**src/rtl/ctr_route_pkg.sv**
```systemverilog
package ctr_route_pkg;

  localparam int CODE_W    = 3;
  localparam int TB_STAGES = 5;
  localparam int CH_IDX_W  = 8;
  localparam int GRP_SIZE  = 3;

  typedef logic [CODE_W-1:0] code_t;

  // clock-select encodings
  localparam code_t CLK_PIN  = 3'd0;
  localparam code_t CLK_PREV = 3'd6;
  localparam code_t CLK_GRP  = 3'd7;

  // gate-select encodings
  localparam code_t GAT_ON   = 3'd0;
  localparam code_t GAT_OFF  = 3'd1;
  localparam code_t GAT_PIN  = 3'd2;
  localparam code_t GAT_INV  = 3'd3;

  // strobes from control to datapath
  typedef struct packed {
    logic                clkWr;
    logic                gatWr;
    logic [CH_IDX_W-1:0] chan;
    code_t               code;
  } cfgStrobe_t;

endpackage

```
**src/rtl/ctr_route_sync.sv**
```systemverilog
module ctr_route_sync #(
  parameter int W      = 1,
  parameter int STAGES = 2
) (
  input  logic         clk,
  input  logic         rst,
  input  logic [W-1:0] din,
  output logic [W-1:0] lvl,
  output logic [W-1:0] rise
);

  logic [STAGES-1:0][W-1:0] pipe;
  logic [W-1:0]             last;

  always_ff @(posedge clk) begin
    if (rst) begin
      pipe <= '0;
      last <= '0;
    end else begin
      pipe[0] <= din;
      for (int s = 1; s < STAGES; s++) pipe[s] <= pipe[s-1];
      last <= pipe[STAGES-1];
    end
  end

  assign lvl  = pipe[STAGES-1];
  assign rise = pipe[STAGES-1] & ~last;

  for (genvar w = 0; w < W; w++) begin : g_chk

    single_pulse_chk: assert property (@(posedge clk) disable iff (rst)
      rise[w] |=> !rise[w]);
  end

endmodule

```
**src/rtl/ctr_route_timebase.sv**
```systemverilog
module ctr_route_timebase
  import ctr_route_pkg::*;
#(
  parameter int DIV = 10
) (
  input  logic                 clk,
  input  logic                 rst,
  input  logic                 tick,
  output logic [TB_STAGES-1:0] strobe
);

  localparam int CNT_W = (DIV > 1) ? $clog2(DIV) : 1;
  localparam logic [CNT_W-1:0] LAST = CNT_W'(DIV - 1);

  assign strobe[0] = tick;

  for (genvar k = 1; k < TB_STAGES; k++) begin : g_stage
    logic [CNT_W-1:0] cnt;

    always_ff @(posedge clk) begin
      if (rst) begin
        cnt <= '0;
      end else if (strobe[k-1]) begin
        cnt <= (cnt == LAST) ? '0 : cnt + 1'b1;
      end
    end

    assign strobe[k] = strobe[k-1] && (cnt == LAST);
  end

endmodule

```
**src/rtl/ctr_route_ctrl.sv**
```systemverilog
module ctr_route_ctrl
  import ctr_route_pkg::*;
#(
  parameter int NCH    = 6,
  parameter int ADDR_W = 4
) (
  input  logic                wrEn,
  input  logic [ADDR_W-1:0]   wrAddr,
  input  code_t               wrData,
  input  logic [ADDR_W-1:0]   rdAddr,
  input  code_t [NCH-1:0]     clkCode,
  input  code_t [NCH-1:0]     gatCode,
  output cfgStrobe_t          cfg,
  output code_t               rdData
);

  localparam int CH_W = ADDR_W - 1;

  logic [CH_W-1:0] wrCh;
  logic [CH_W-1:0] rdCh;
  logic            wrOk;
  logic            rdOk;

  assign wrCh = wrAddr[ADDR_W-1:1];
  assign rdCh = rdAddr[ADDR_W-1:1];
  assign wrOk = (32'(wrCh) < NCH);
  assign rdOk = (32'(rdCh) < NCH);

  always_comb begin
    cfg = '0;
    if (wrEn && wrOk) begin
      cfg.chan  = CH_IDX_W'(wrCh);
      cfg.code  = wrData;
      cfg.gatWr = wrAddr[0];
      cfg.clkWr = !wrAddr[0];
    end
  end

  always_comb begin
    rdData = '0;
    if (rdOk) begin
      rdData = rdAddr[0] ? gatCode[rdCh] : clkCode[rdCh];
    end
  end

endmodule

```
**src/rtl/ctr_route_datapath.sv**
```systemverilog
module ctr_route_datapath
  import ctr_route_pkg::*;
#(
  parameter int NUM_GROUPS  = 2,
  parameter int DIV         = 10,
  parameter int SYNC_STAGES = 2,
  localparam int NCH        = GRP_SIZE * NUM_GROUPS
) (
  input  logic                  clk,
  input  logic                  rst,
  input  cfgStrobe_t            cfg,
  input  logic                  tbTick,
  input  logic [NCH-1:0]        clkPin,
  input  logic [NCH-1:0]        gatPin,
  input  logic [NUM_GROUPS-1:0] grpClk,
  input  logic [NCH-1:0]        ctrOut,
  output code_t [NCH-1:0]       clkCode,
  output code_t [NCH-1:0]       gatCode,
  output logic [NCH-1:0]        clkEn,
  output logic [NCH-1:0]        gateLvl,
  output logic [NCH-1:0]        clkPinOe,
  output logic [NCH-1:0]        gatPinOe
);

  logic [TB_STAGES-1:0]  tbStr;
  logic [NCH-1:0]        pinRise;
  logic [NCH-1:0]        pinLvlUnused;
  logic [NCH-1:0]        gatLvlSync;
  logic [NCH-1:0]        gatRiseUnused;
  logic [NUM_GROUPS-1:0] grpRise;
  logic [NUM_GROUPS-1:0] grpLvlUnused;
  logic [NCH-1:0]        outPrev;
  logic [NCH-1:0]        outRise;

  ctr_route_timebase #(.DIV(DIV)) u_tb (
    .clk(clk), .rst(rst), .tick(tbTick), .strobe(tbStr)
  );

  ctr_route_sync #(.W(NCH), .STAGES(SYNC_STAGES)) u_clkSync (
    .clk(clk), .rst(rst), .din(clkPin), .lvl(pinLvlUnused), .rise(pinRise)
  );

  ctr_route_sync #(.W(NCH), .STAGES(SYNC_STAGES)) u_gatSync (
    .clk(clk), .rst(rst), .din(gatPin), .lvl(gatLvlSync), .rise(gatRiseUnused)
  );

  ctr_route_sync #(.W(NUM_GROUPS), .STAGES(SYNC_STAGES)) u_grpSync (
    .clk(clk), .rst(rst), .din(grpClk), .lvl(grpLvlUnused), .rise(grpRise)
  );

  always_ff @(posedge clk) begin
    if (rst) outPrev <= '0;
    else     outPrev <= ctrOut;
  end
  assign outRise = ctrOut & ~outPrev;

  for (genvar i = 0; i < NCH; i++) begin : g_ch
    localparam int GRP   = i / GRP_SIZE;
    localparam int PREV1 = (i + NCH - 1) % NCH;  // preceding channel along the ring
    localparam int PREV2 = (i + NCH - 2) % NCH;  // two places back along the ring

    logic selClk;
    logic selGate;

    always_ff @(posedge clk) begin
      if (rst) begin
        clkCode[i] <= CLK_PIN;
        gatCode[i] <= GAT_PIN;
      end else begin
        if (cfg.clkWr && cfg.chan == CH_IDX_W'(i)) clkCode[i] <= cfg.code;
        if (cfg.gatWr && cfg.chan == CH_IDX_W'(i)) gatCode[i] <= cfg.code;
      end
    end

    always_comb begin
      case (clkCode[i])
        CLK_PIN:  selClk = pinRise[i];
        CLK_PREV: selClk = outRise[PREV1];
        CLK_GRP:  selClk = grpRise[GRP];
        default:  selClk = tbStr[clkCode[i] - 3'd1];
      endcase
    end

    always_comb begin
      case (gatCode[i])
        GAT_ON:  selGate = 1'b1;
        GAT_OFF: selGate = 1'b0;
        GAT_PIN: selGate = gatLvlSync[i];
        GAT_INV: selGate = ~ctrOut[PREV2];
        default: selGate = 1'b0;
      endcase
    end

    assign clkEn[i]    = selClk;
    assign gateLvl[i]  = selGate;
    assign clkPinOe[i] = (clkCode[i] != CLK_PIN);
    assign gatPinOe[i] = (gatCode[i] != GAT_PIN);


    clk_dir_chk: assert property (@(posedge clk) disable iff (rst)
      (cfg.clkWr && cfg.chan == CH_IDX_W'(i)) |=> (clkPinOe[i] == ($past(cfg.code) != CLK_PIN)));


    gat_dir_chk: assert property (@(posedge clk) disable iff (rst)
      (cfg.gatWr && cfg.chan == CH_IDX_W'(i)) |=> (gatPinOe[i] == ($past(cfg.code) != GAT_PIN)));


    gate_off_chk: assert property (@(posedge clk) disable iff (rst)
      (gatCode[i] == GAT_OFF) |-> !gateLvl[i]);


    prev_clk_chk: assert property (@(posedge clk) disable iff (rst)
      (clkCode[i] == CLK_PREV && outRise[PREV1]) |-> clkEn[i]);
  end

endmodule

```
**src/rtl/ctr_route.sv**
```systemverilog
module ctr_route
  import ctr_route_pkg::*;
#(
  parameter int NUM_GROUPS  = 2,
  parameter int DIV         = 10,
  parameter int SYNC_STAGES = 2,
  localparam int NCH        = GRP_SIZE * NUM_GROUPS,
  localparam int ADDR_W     = $clog2(NCH) + 1
) (
  input  logic                  clk,
  input  logic                  rst,
  input  logic                  tbTick,
  input  logic                  wrEn,
  input  logic [ADDR_W-1:0]     wrAddr,
  input  logic [CODE_W-1:0]     wrData,
  input  logic [ADDR_W-1:0]     rdAddr,
  output logic [CODE_W-1:0]     rdData,
  input  logic [NCH-1:0]        clkPin,
  input  logic [NCH-1:0]        gatPin,
  input  logic [NUM_GROUPS-1:0] grpClk,
  input  logic [NCH-1:0]        ctrOut,
  output logic [NCH-1:0]        clkEn,
  output logic [NCH-1:0]        gateLvl,
  output logic [NCH-1:0]        clkPinOe,
  output logic [NCH-1:0]        gatPinOe
);

  cfgStrobe_t       cfg;
  code_t [NCH-1:0]  clkCode;
  code_t [NCH-1:0]  gatCode;

  ctr_route_ctrl #(.NCH(NCH), .ADDR_W(ADDR_W)) u_ctrl (
    .wrEn(wrEn), .wrAddr(wrAddr), .wrData(wrData), .rdAddr(rdAddr),
    .clkCode(clkCode), .gatCode(gatCode), .cfg(cfg), .rdData(rdData)
  );

  ctr_route_datapath #(
    .NUM_GROUPS(NUM_GROUPS), .DIV(DIV), .SYNC_STAGES(SYNC_STAGES)
  ) u_dp (
    .clk(clk), .rst(rst), .cfg(cfg), .tbTick(tbTick),
    .clkPin(clkPin), .gatPin(gatPin), .grpClk(grpClk), .ctrOut(ctrOut),
    .clkCode(clkCode), .gatCode(gatCode), .clkEn(clkEn), .gateLvl(gateLvl),
    .clkPinOe(clkPinOe), .gatPinOe(gatPinOe)
  );

endmodule

```
**config.mk**
```make
export PLATFORM = sky130hd
export DESIGN_NAME = ctr_route
export DESIGN_NICKNAME = d
export VERILOG_FILES = /design/src/rtl/ctr_route_pkg.sv /design/src/rtl/ctr_route_sync.sv /design/src/rtl/ctr_route_timebase.sv /design/src/rtl/ctr_route_ctrl.sv /design/src/rtl/ctr_route_datapath.sv /design/src/rtl/ctr_route.sv
export SDC_FILE = /design/constraint.sdc
export NUM_CORES = 1
export LEC_CHECK = 0
export BUFFER_PORTS_ARGS = -buffer_cell sky130_fd_sc_hd__buf_2
export CAP_MARGIN = 20
export CORE_MARGIN = 10
export CORE_UTILIZATION = 52
export DETAILED_ROUTE_END_ITERATION = 10
export PLACE_DENSITY = 0.76
export SETUP_SLACK_MARGIN = 0.4
export SYNTH_ARGS = -nofsm -noshare
export SYNTH_HDL_FRONTEND = slang
export SYNTH_SLANG_ARGS = --single-unit
```
**constraint.sdc**
```tcl
create_clock -name clk -period 2.15 [get_ports clk]
set_clock_uncertainty 0.1 [all_clocks]
set_input_delay 0.43 -clock clk [delete_from_list [all_inputs] [get_ports clk]]
set_output_delay 0.43 -clock clk [all_outputs]
set_load 0.05 [all_outputs]
```
==> flow_metrics.env, run 1 <==
export IMPL_fin_ws_ns=-0.523
export IMPL_cap_violations=0
export IMPL_dieWidth_um=117
export IMPL_antenna_found_initial=0
export IMPL_wl_mm=14.5
export IMPL_diodes=0
export IMPL_leakagePower_nw=2.88
export IMPL_yosysWarningCount=0
export IMPL_timing_fmax_ghz=0.374
export IMPL_outcome="finished, violations left"
export IMPL_routed_top_layer="met4"
export IMPL_ys_seq_elements=94
export IMPL_synthesis_nets=611
export IMPL_violations="setup timing"
export IMPL_syn_to_final_growth_pct=37.6
export IMPL_ios=62
export IMPL_yosys_area_share_simple_pct=26.4
export IMPL_finalHoldViolCount=0
export IMPL_power_share_clock_pct=35.0
export IMPL_core_mm2=0.00920
export IMPL_core_rowCount=35
export IMPL_layout_nets=739
export IMPL_p_seq_share_pct=51.5
export IMPL_cts_inserted_buffers=9
export IMPL_die_area_mm2=0.0137
export IMPL_tritoncts="done"
export IMPL_ys_dominant_reg_cell="dfxtp_1"
export IMPL_synth_edff_count=0
export IMPL_stdcell_count=796
export IMPL_power_switching_mw=0.981
export IMPL_clk_path_buf_depth=2
export IMPL_wl_met1_mm=5.58
export IMPL_overflow=0
export IMPL_rr_startpoint="u_dp.u_tb.g_stage[1].cnt[2]$_SDFFE_PP0P_"
export IMPL_start_util_pct=53.1
export IMPL_vias_per_cell=5.79
export IMPL_cts_root_buf="clkbuf_8"
export IMPL_path_buf_inv=3
export IMPL_post_route_drc_count=0
export IMPL_worstSetupPathType="register to primary output"
export IMPL_synth_top_family_by_area="simple AND/OR/NAND/NOR gates"
export IMPL_worst_setup_path_end_kind="primary output"
export IMPL_synth_distinct_cells=52
export IMPL_dieHeight_um=117
export IMPL_synth_mux_area_share_pct=8.28
export IMPL_avgSynthCellArea_um2=8.84
export IMPL_intPower_mw=2.53
export IMPL_dr_pass1_iters=5
export IMPL_reg2reg_slack_ns=0.34
export IMPL_io_buffers=61
export IMPL_path_clk_slew_ns=0.10
export IMPL_dp_cells=753
export IMPL_grt_pass1_wl_mm=21.8
export IMPL_vias=4612
export IMPL_worstPathArrival_ns=2.14
export IMPL_setup_tns_ns=-3.45
export IMPL_p_sw_share_pct=27.9
export IMPL_synth_compound_area_share_pct=12.4
export IMPL_slowest_stage="or4b_4"
export IMPL_synth_xor_area_share_pct=1.97
export IMPL_rsz0062_at_grt="true"
export IMPL_worst_slew_pin_slew_ns=0.474
export IMPL_path_max_fanout=3
export IMPL_p_comb_share_pct=13.5
export IMPL_setup_violations_final=9
export IMPL_grt_pass1_vias=4477
export IMPL_slowest_delay_ns=0.54
export IMPL_route_met3_wl_mm=1.20
export IMPL_mostFrequentLayoutCell="buf_4"
export IMPL_hp_start="gatPin[2]"
export IMPL_worstHoldEndpoint="u_dp.u_gatSync.pipe[2]$_SDFF_PP0_"
export IMPL_layout_drive_gt1_share_pct=40.9
export IMPL_h_tree_depth=3
export IMPL_seq_area_frac_synth_pct=38.5
export IMPL_worstRegToRegCells=7
export IMPL_timing_hold_ws_ns=0.163
export IMPL_synthCells=552
export IMPL_met2_length_mm=7.17
export IMPL_yosys_area_share_adder_pct=6.15
export IMPL_grt_max_degree=47
export IMPL_path_cells="inv_2, ha_4, xor2_2, inv_1, or4b_4, a31oi_4, buf_6"
export IMPL_grt_total_usage_pct=20.2
export IMPL_drt_iter0_markers=443
export IMPL_layout_common_cells="buf_4 (81), dfxtp_1 (62), nor2b_1 (55)"
export IMPL_report_power_total_mw=3.51
export IMPL_fin_util_pct=73.0
export IMPL_worstReg2RegEnd="u_dp.u_tb.g_stage[3].cnt[3]$_SDFFE_PP0P_"
export IMPL_hold_depth=2
export IMPL_hpwl_mm=9.72
export IMPL_min_period_over_period_pct=124
export IMPL_post_route_min_period_ns=2.67
export IMPL_drv_slew=0
export IMPL_hp_class="input pin to register"
export IMPL_syn_area_mm2=0.00488
export IMPL_ant_nets=0
export IMPL_gp_congestion=0.959
export IMPL_power_density_mw_per_mm2=523
export IMPL_wire_per_inst_um=18.2
export IMPL_relSlewSlack_pct=68.4
export IMPL_cts_sinks=94
export IMPL_clk_latency_ns=0.37
export IMPL_critPathRequiredTime_ns=1.62
export IMPL_crit_path_start_kind="register"
export IMPL_critical_path_top_delay_family="simple AND/OR/NAND/NOR gates"
export IMPL_async_reset_ff_share_pct=0
export IMPL_irDropWorstVdd_v=0.000370
[kinds of logic after synthesis]
logic type / after synthesis
adder cells (fa/ha/maj): 24
AO/OA/AOI/OAI: 103
XOR/XNOR: 11
buffers and inverters: 63
multiplexers: 29
flip-flops: 94
AND/OR/NAND/NOR: 228
[worst reg2reg max path, stage by stage, from the launching register on]
cell	delay [ns]
dfxtp_2	0.35
nor3b_4	0.27
buf_6	0.15
and3_4	0.23
buf_4	0.13
buf_4	0.11
a41oi_1	0.12
o32ai_1	0.25
[cell usage after synthesis, types with 2 or more instances]
cell | number | share of area, %
a211oi_1 | 6 | 0.92
a21oi_1 | 29 | 3.0
a221o_1 | 3 | 0.62
a31oi_1 | 12 | 1.5
and2b_2 | 2 | 0.36
and3_1 | 4 | 0.51
buf_4 | 14 | 2.2
buf_6 | 2 | 0.46
clkbuf_1 | 19 | 1.5
dfxtp_1 | 94 | 39
ha_1 | 24 | 6.2
inv_1 | 26 | 2.0
mux2i_1 | 19 | 3.9
mux4_2 | 9 | 4.2
nand2_1 | 52 | 4.0
nand2b_1 | 14 | 1.8
nand3_1 | 7 | 0.72
nand3b_1 | 10 | 1.5
nand4_1 | 3 | 0.38
nor2_1 | 44 | 3.4
nor2b_1 | 55 | 7.0
nor3b_1 | 10 | 1.5
o211ai_1 | 5 | 0.77
o21ai_0 | 37 | 3.8
o22ai_1 | 4 | 0.51
or2b_2 | 3 | 0.54
or3_1 | 6 | 0.77
or3b_2 | 2 | 0.36
or4b_1 | 5 | 1.0
xnor2_1 | 2 | 0.36
xor2_1 | 9 | 1.6
[stage by stage]
stage | area [um^2] | worst slack (ns)
floorplan | 4970 | -0.0747
global placement | 5710 | -0.233
detailed placement | 5710 | -0.220
global route | 6720 | -0.586
finish | 6720 | -0.523
CTS | 6500 | -0.487
[how the worst max path moves through the flow]
| stage | from | endpoint | slack, ns | cells past startpoint |
|---|---|---|---|---|
| after global placement | tbTick | clkEn[5] | -0.23 | 6 |
| after global routing | u_dp.clkCode[15]$_SDFFE_PP0P_ | clkEn[5] | -0.59 | 7 |
| final | u_dp.clkCode[15]$_SDFFE_PP0P_ | clkEn[5] | -0.52 | 7 |
| after floorplan | tbTick | clkEn[0] | -0.07 | 7 |
| after detailed placement | tbTick | clkEn[5] | -0.22 | 6 |
| after CTS | u_dp.clkCode[12]$_SDFFE_PP0P_ | clkEn[4] | -0.49 | 7 |
[metal layers]
| layer | up-vias | GRT usage, % |
|---|---|---|
| met5 | - | 0 |
| met4 | 0 | 8.48 |
| met3 | 48 | 5.10 |
| met2 | 249 | 34.0 |
| met1 | 2175 | 23.9 |
| li1 | 2140 | - |
[final cells by class]
type,count,area [um^2]
multi-input cells,395,3080
well taps,111,139
clock buffers,9,124
repair buffers,154,1250
fillers,624,2480
inverters,26,110
flip-flops and latches,94,1930
clock inverters,7,80.1
[registers in the layout (all words and copies together) (netlist names), 6 cells and up]
name,count
u_dp.clkCode,18
u_dp.gatCode,18
u_dp.u_tb.g_stage.cnt,16
u_dp.outPrev,6
u_dp.u_clkSync.last,6
u_dp.u_clkSync.lvl,6
u_dp.u_clkSync.pipe,6
u_dp.u_gatSync.lvl,6
u_dp.u_gatSync.pipe,6
[repair_timing]
item | CTS | global route
buffers inserted | 20 | 7
hold buffers | 0 | 0
resized for setup | 130 | 47
cloned | 0 | 0
setup endpoints to repair | 25 | 30
pin swaps | 29 | 16
[power by group through the flow]
stage	Clock [mW]	Sequential [mW]	Combinational, mW
floorplan	0	1.84	0.283
global placement	0	1.85	0.391
detailed placement	0	1.85	0.401
CTS	1.23	1.81	0.450
global route	1.32	1.81	0.504
finish	1.23	1.81	0.474
Note: power is estimated with default switching activity, not from simulation.
==> run 2, diff against run 1 <==
- CORE_UTILIZATION: 52 -> 58
- PLACE_DENSITY: 0.76 -> 0.8
- clock period: 2.15 -> 2.8 ns (I/O delays scaled with it)
==> run 2 against run 1 <==
  * The run still ends with setup timing left
  * Setup slack better by 0.49 ns
  * Sequential share of layout area up 3.5 points
  * Via count down 4.9%
  * Clock power down 21%
  * First-iteration DRC count down 19%
  * Total power down 24%
  * Critical path type unchanged
  * Largest cell class unchanged
==> flow_metrics.env, run 2 (synthesis gave the netlist of run 1 again) <==
export IMPL_outcome="finished, violations left"
export IMPL_violations="setup timing"
export IMPL_report_power_total_mw=2.67
export IMPL_mostFrequentLayoutCell="dfxtp_1"
export IMPL_regArea_mm2=0.00193
export IMPL_cts_sinks=94
export IMPL_cap_violations=0
export IMPL_antenna_found_initial=0
export IMPL_crit_path_start_kind="register"
export IMPL_hp_start="gatPin[3]"
export IMPL_power_density_mw_per_mm2=446
export IMPL_path_clk_slew_ns=0.10
export IMPL_stdcell_count=737
export IMPL_clk_path_buf_depth=2
export IMPL_hold_buffers=0
export IMPL_h_tree_depth=3
export IMPL_finalHoldViolCount=0
export IMPL_gp_congestion=0.898
export IMPL_grt_max_degree=60
export IMPL_dp_cells=697
export IMPL_setup_tns_ns=-0.0490
export IMPL_cts_inserted_buffers=9
export IMPL_dieHeight_um=112
export IMPL_worstRegToRegCells=6
export IMPL_drv_slew=0
export IMPL_die_area_mm2=0.0125
export IMPL_worstReg2RegEnd="u_dp.u_tb.g_stage[3].cnt[3]$_SDFFE_PP0P_"
export IMPL_grt_pass1_wl_mm=20.5
export IMPL_post_route_drc_count=0
export IMPL_ios=62
export IMPL_rsz0062_at_grt="true"
export IMPL_core_mm2=0.00822
export IMPL_start_util_pct=59.4
export IMPL_vias_per_cell=5.95
export IMPL_worstSetupPathType="register to primary output"
export IMPL_io_buffers=61
export IMPL_worstHoldEndpoint="u_dp.u_gatSync.pipe[3]$_SDFF_PP0_"
export IMPL_layout_common_cells="dfxtp_1 (73), nor2b_1 (55), nand2_1 (52)"
export IMPL_reg_largest_list="u_dp.clkCode x18, u_dp.gatCode x18, u_dp.u_tb.g_stage.cnt x16"
export IMPL_cts_root_buf="clkbuf_8"
export IMPL_timing_fmax_ghz=0.354
export IMPL_design_area_mm2=0.00599
export IMPL_hold_depth=2
export IMPL_fin_ws_ns=-0.0286
export IMPL_irDropWorstVdd_v=0.000389
export IMPL_overflow=0
export IMPL_hpwl_mm=8.78
export IMPL_wl_mm=13.2
export IMPL_dieWidth_um=112
export IMPL_drt_iter0_markers=358
export IMPL_worst_setup_path_end_kind="primary output"
export IMPL_layout_drive_gt1_share_pct=31.0
export IMPL_reg2reg_slack_ns=0.91
export IMPL_worst_slew_pin_slew_ns=0.777
export IMPL_placed_area_mm2=0.00527
export IMPL_post_route_min_period_ns=2.83
export IMPL_wire_per_inst_um=17.9
export IMPL_leakagePower_nw=2.54
export IMPL_critPathRequiredTime_ns=2.14
export IMPL_grt_total_usage_pct=19.6
export IMPL_nFillCells=551
export IMPL_tritoncts="done"
export IMPL_timing_hold_ws_ns=0.294
export IMPL_dr_pass1_iters=6
export IMPL_vias=4385
export IMPL_grt_pass1_vias=4264
export IMPL_diodes=0
export IMPL_min_period_over_period_pct=101
export IMPL_clk_latency_ns=0.37
export IMPL_relSlewSlack_pct=48.1
export IMPL_rr_startpoint="u_dp.u_tb.g_stage[1].cnt[3]$_SDFFE_PP0P_"
export IMPL_syn_to_final_growth_pct=22.6
export IMPL_worstPathArrival_ns=2.17
export IMPL_setup_violations_final=2
export IMPL_layout_nets=686
export IMPL_multi_input_comb_area_mm2=0.00291
export IMPL_hp_class="input pin to register"
export IMPL_ant_nets=0
export IMPL_path_max_fanout=2
export IMPL_core_rowCount=33
-- run 2: through the flow --
stage | util [%] | setup slack, ns
after floorplan | - | 0.315
after global placement | 64.1 | 0.144
after detailed placement | 64.1 | 0.140
after CTS | 70.9 | -0.00287
after global routing | 72.8 | -0.0756
final | 72.8 | -0.0286
-- run 2: routing by layer --
layer | up-vias | track usage [%] | share of wire (%)
li1 | 2028 | - | -
met3 | 44 | 4.35 | 7.9
met1 | 2078 | 23.6 | 41
met2 | 235 | 32.9 | 48
met5 | - | 0 | 0
met4 | 0 | 8.31 | 3.3
-- run 2: critical path, cell delays in order (launching register included) --
cell     delay [ns]
dfxtp_4        0.39
inv_4          0.04
ha_4           0.15
xor2_2         0.17
inv_1          0.09
or4b_4         0.56
a31oi_4        0.22
buf_6          0.19
-- run 2: report_power, final --
group / total [mW] / switching, mW / internal, mW
sequential: 1.38 / 0.0187 / 1.36
clock: 0.975 / 0.523 / 0.452
combinational: 0.315 / 0.196 / 0.119
-- run 2: cell type report --
cell class                 instances  area share (%)
timing repair buffer             101            11.6
inverter                          26            1.84
sequential                        94            32.3
tap                              105            2.19
clock inverter                     6            1.25
clock buffer                      10            2.30
multi-input combinational        395            48.5
-- run 2: timing repair --
| item | CTS | global route |
|---|---|---|
| setup endpoints to repair | 9 | 9 |
| setup buffers | 13 | 11 |
| gates resized for setup | 80 | 21 |
| pin swaps | 16 | 13 |
-- run 2: how the worst max path moves through the flow --
stage	from	to	slack [ns]	cells past startpoint
3_5_place_dp	tbTick	clkEn[5]	0.14	6
5_1_grt	u_dp.u_tb.g_stage[1].cnt[2]$_SDFFE_PP0P_	clkEn[4]	-0.08	5
2_1_floorplan	tbTick	clkEn[0]	0.32	7
4_1_cts	u_dp.u_tb.g_stage[3].cnt[2]$_SDFFE_PP0P_	clkEn[0]	-0.003	5
6_report	u_dp.clkCode[16]$_SDFFE_PP0P_	clkEn[5]	-0.03	7
3_3_place_gp	tbTick	clkEn[5]	0.14	6
==> run 3, diff against run 2 <==
- CORE_UTILIZATION: 58 -> 52
- PLACE_DENSITY: 0.8 -> 0.76
- clock period: 2.8 -> 2.5 ns (I/O delays scaled with it)
==> run 3 against run 2 <==
  * The flow still finishes with violations (setup timing)
  * Design area rose by 2.2%
  * Combinational power rose by 15%
  * Total power rose by 8.6%
  * Clock power rose by 0.8%
  * Global-route usage fell by 1.7 points
  * Critical path type unchanged
  * Largest power group unchanged
  * Highest routed layer unchanged
==> flow_metrics.env, run 3 (synthesis gave the netlist of run 1 again) <==
export IMPL_clk_latency_ns=0.36
export IMPL_violations="setup timing"
export IMPL_hold_buffers=0
export IMPL_reg2reg_slack_ns=0.61
export IMPL_timing_fmax_ghz=0.362
export IMPL_fin_ws_ns=-0.265
export IMPL_grt_pass1_wl_mm=19.6
export IMPL_worstPathArrival_ns=2.17
export IMPL_antenna_found_initial=0
export IMPL_crit_path_start_kind="register"
export IMPL_ant_nets=0
export IMPL_vias_per_cell=5.71
export IMPL_gp_congestion=0.901
export IMPL_crit_start="u_dp.u_tb.g_stage[1].cnt[1]$_SDFFE_PP0P_"
export IMPL_h_tree_depth=3
export IMPL_layout_nets=699
export IMPL_power_density_mw_per_mm2=474
export IMPL_die_area_mm2=0.0137
export IMPL_ios=62
export IMPL_worstSetupPathType="register to primary output"
export IMPL_cts_sinks=94
export IMPL_syn_to_final_growth_pct=25.2
export IMPL_mostFrequentLayoutCell="dfxtp_1"
export IMPL_cts_root_buf="clkbuf_8"
export IMPL_multi_input_comb_area_mm2=0.00297
export IMPL_irDropWorstVdd_v=0.000304
export IMPL_stdcell_count=756
export IMPL_relSlewSlack_pct=68.1
export IMPL_wl_mm=13.0
export IMPL_grt_total_usage_pct=17.9
export IMPL_dp_cells=722
export IMPL_min_period_over_period_pct=111
export IMPL_rsz0062_at_grt="true"
export IMPL_dieHeight_um=117
export IMPL_hpwl_mm=9.14
export IMPL_setup_violations_final=6
export IMPL_dieWidth_um=117
export IMPL_grt_max_degree=64
export IMPL_nFillCells=706
export IMPL_hp_class="input pin to register"
export IMPL_post_route_drc_count=0
export IMPL_cts_inserted_buffers=9
export IMPL_layout_drive_gt1_share_pct=33.0
export IMPL_wire_per_inst_um=17.2
export IMPL_dpl_worst_slack_ns=-0.0165
export IMPL_crit_path_end="clkEn[2]"
export IMPL_reg_largest_list="u_dp.clkCode x18, u_dp.gatCode x18, u_dp.u_tb.g_stage.cnt x16"
export IMPL_outcome="finished, violations left"
export IMPL_drv_slew=0
export IMPL_path_clk_slew_ns=0.11
export IMPL_rr_startpoint="u_dp.u_tb.g_stage[3].cnt[1]$_SDFFE_PP0P_"
export IMPL_grt_pass1_vias=4081
export IMPL_worstRegToRegCells=6
export IMPL_worst_slew_pin_slew_ns=0.478
export IMPL_layout_common_cells="dfxtp_1 (76), nor2b_1 (55), nand2_1 (52)"
export IMPL_setup_tns_ns=-1.25
export IMPL_worst_setup_path_end_kind="primary output"
export IMPL_regArea_mm2=0.00190
export IMPL_leakagePower_nw=2.59
export IMPL_drt_iter0_markers=320
export IMPL_worstReg2RegEnd="u_dp.u_tb.g_stage[4].cnt[2]$_SDFFE_PP0P_"
export IMPL_cap_violations=0
export IMPL_post_route_min_period_ns=2.77
export IMPL_core_rowCount=35
export IMPL_tritoncts="done"
export IMPL_core_mm2=0.00920
export IMPL_start_util_pct=53.1
export IMPL_path_max_fanout=7
export IMPL_overflow=0
export IMPL_vias=4318
export IMPL_timing_hold_ws_ns=0.230
export IMPL_critPathRequiredTime_ns=1.90
export IMPL_clk_path_buf_depth=2
export IMPL_diodes=0
export IMPL_io_buffers=61
export IMPL_finalHoldViolCount=0
export IMPL_dr_pass1_iters=5
run 3: cell count changes in the layout (fill, tap and decap cells not counted), sizes merged:
cell	change
bufinv	-1
buf	+12
clkinvlp	+1
clkinv	+1
run 3: repair_timing:
action,in CTS,in global routing
buffers inserted,12,6
gates resized for setup,60,46
setup endpoints to repair,10,15
pin swaps,15,15
run 3: final cells by class:
class	count	share of cell area, %
repair buffers	114	13.3
flip-flops and latches	94	31.1
clock inverters	7	1.08
multi-input cells	395	48.5
clock buffers	9	2.03
inverters	26	1.68
well taps	111	2.27
run 3: per-stage QoR:
stage	util, %	total power [mW]	instance area [um^2]
global route	66.5	3.01	6110
detailed placement	59.1	1.92	5430
global placement	59.1	1.91	5430
CTS	64.0	2.90	5880
floorplan	-	1.83	4950
finish	66.5	2.90	6110
run 3: layer usage:
| layer | global-route usage (%) | up-vias | part of all wire [%] |
|---|---|---|---|
| li1 | - | 2056 | - |
| met4 | 5.60 | 0 | 2.0 |
| met1 | 23.0 | 2045 | 42 |
| met5 | 0 | - | 0 |
| met2 | 28.1 | 196 | 47 |
| met3 | 5.71 | 21 | 8.9 |
run 3: critical path, stage by stage (launching register included):
cell	delay [ns]
dfxtp_2	0.36
or3b_2	0.56
o21ai_0	0.28
a31oi_1	0.13
a31oi_1	0.23
buf_4	0.24
run 3: worst min-delay path by stage:
stage | start | to | slack (ns) | cells past startpoint
floorplan | u_dp.u_clkSync.pipe[0]$_SDFF_PP0_ | u_dp.u_clkSync.lvl[0]$_SDFF_PP0_ | 0.31 | 1
global placement | u_dp.u_clkSync.pipe[5]$_SDFF_PP0_ | u_dp.u_clkSync.lvl[5]$_SDFF_PP0_ | 0.32 | 1
detailed placement | u_dp.u_clkSync.pipe[2]$_SDFF_PP0_ | u_dp.u_clkSync.lvl[2]$_SDFF_PP0_ | 0.32 | 1
CTS | gatPin[2] | u_dp.u_gatSync.pipe[2]$_SDFF_PP0_ | 0.23 | 2
global route | clkPin[1] | u_dp.u_clkSync.pipe[1]$_SDFF_PP0_ | 0.23 | 2
finish | gatPin[2] | u_dp.u_gatSync.pipe[2]$_SDFF_PP0_ | 0.23 | 2
run 3: where the power goes:
part           switching, mW  total [mW]  internal [mW]
Clock                  0.601       0.983          0.383
Combinational          0.222       0.361          0.139
Sequential            0.0204        1.56           1.54
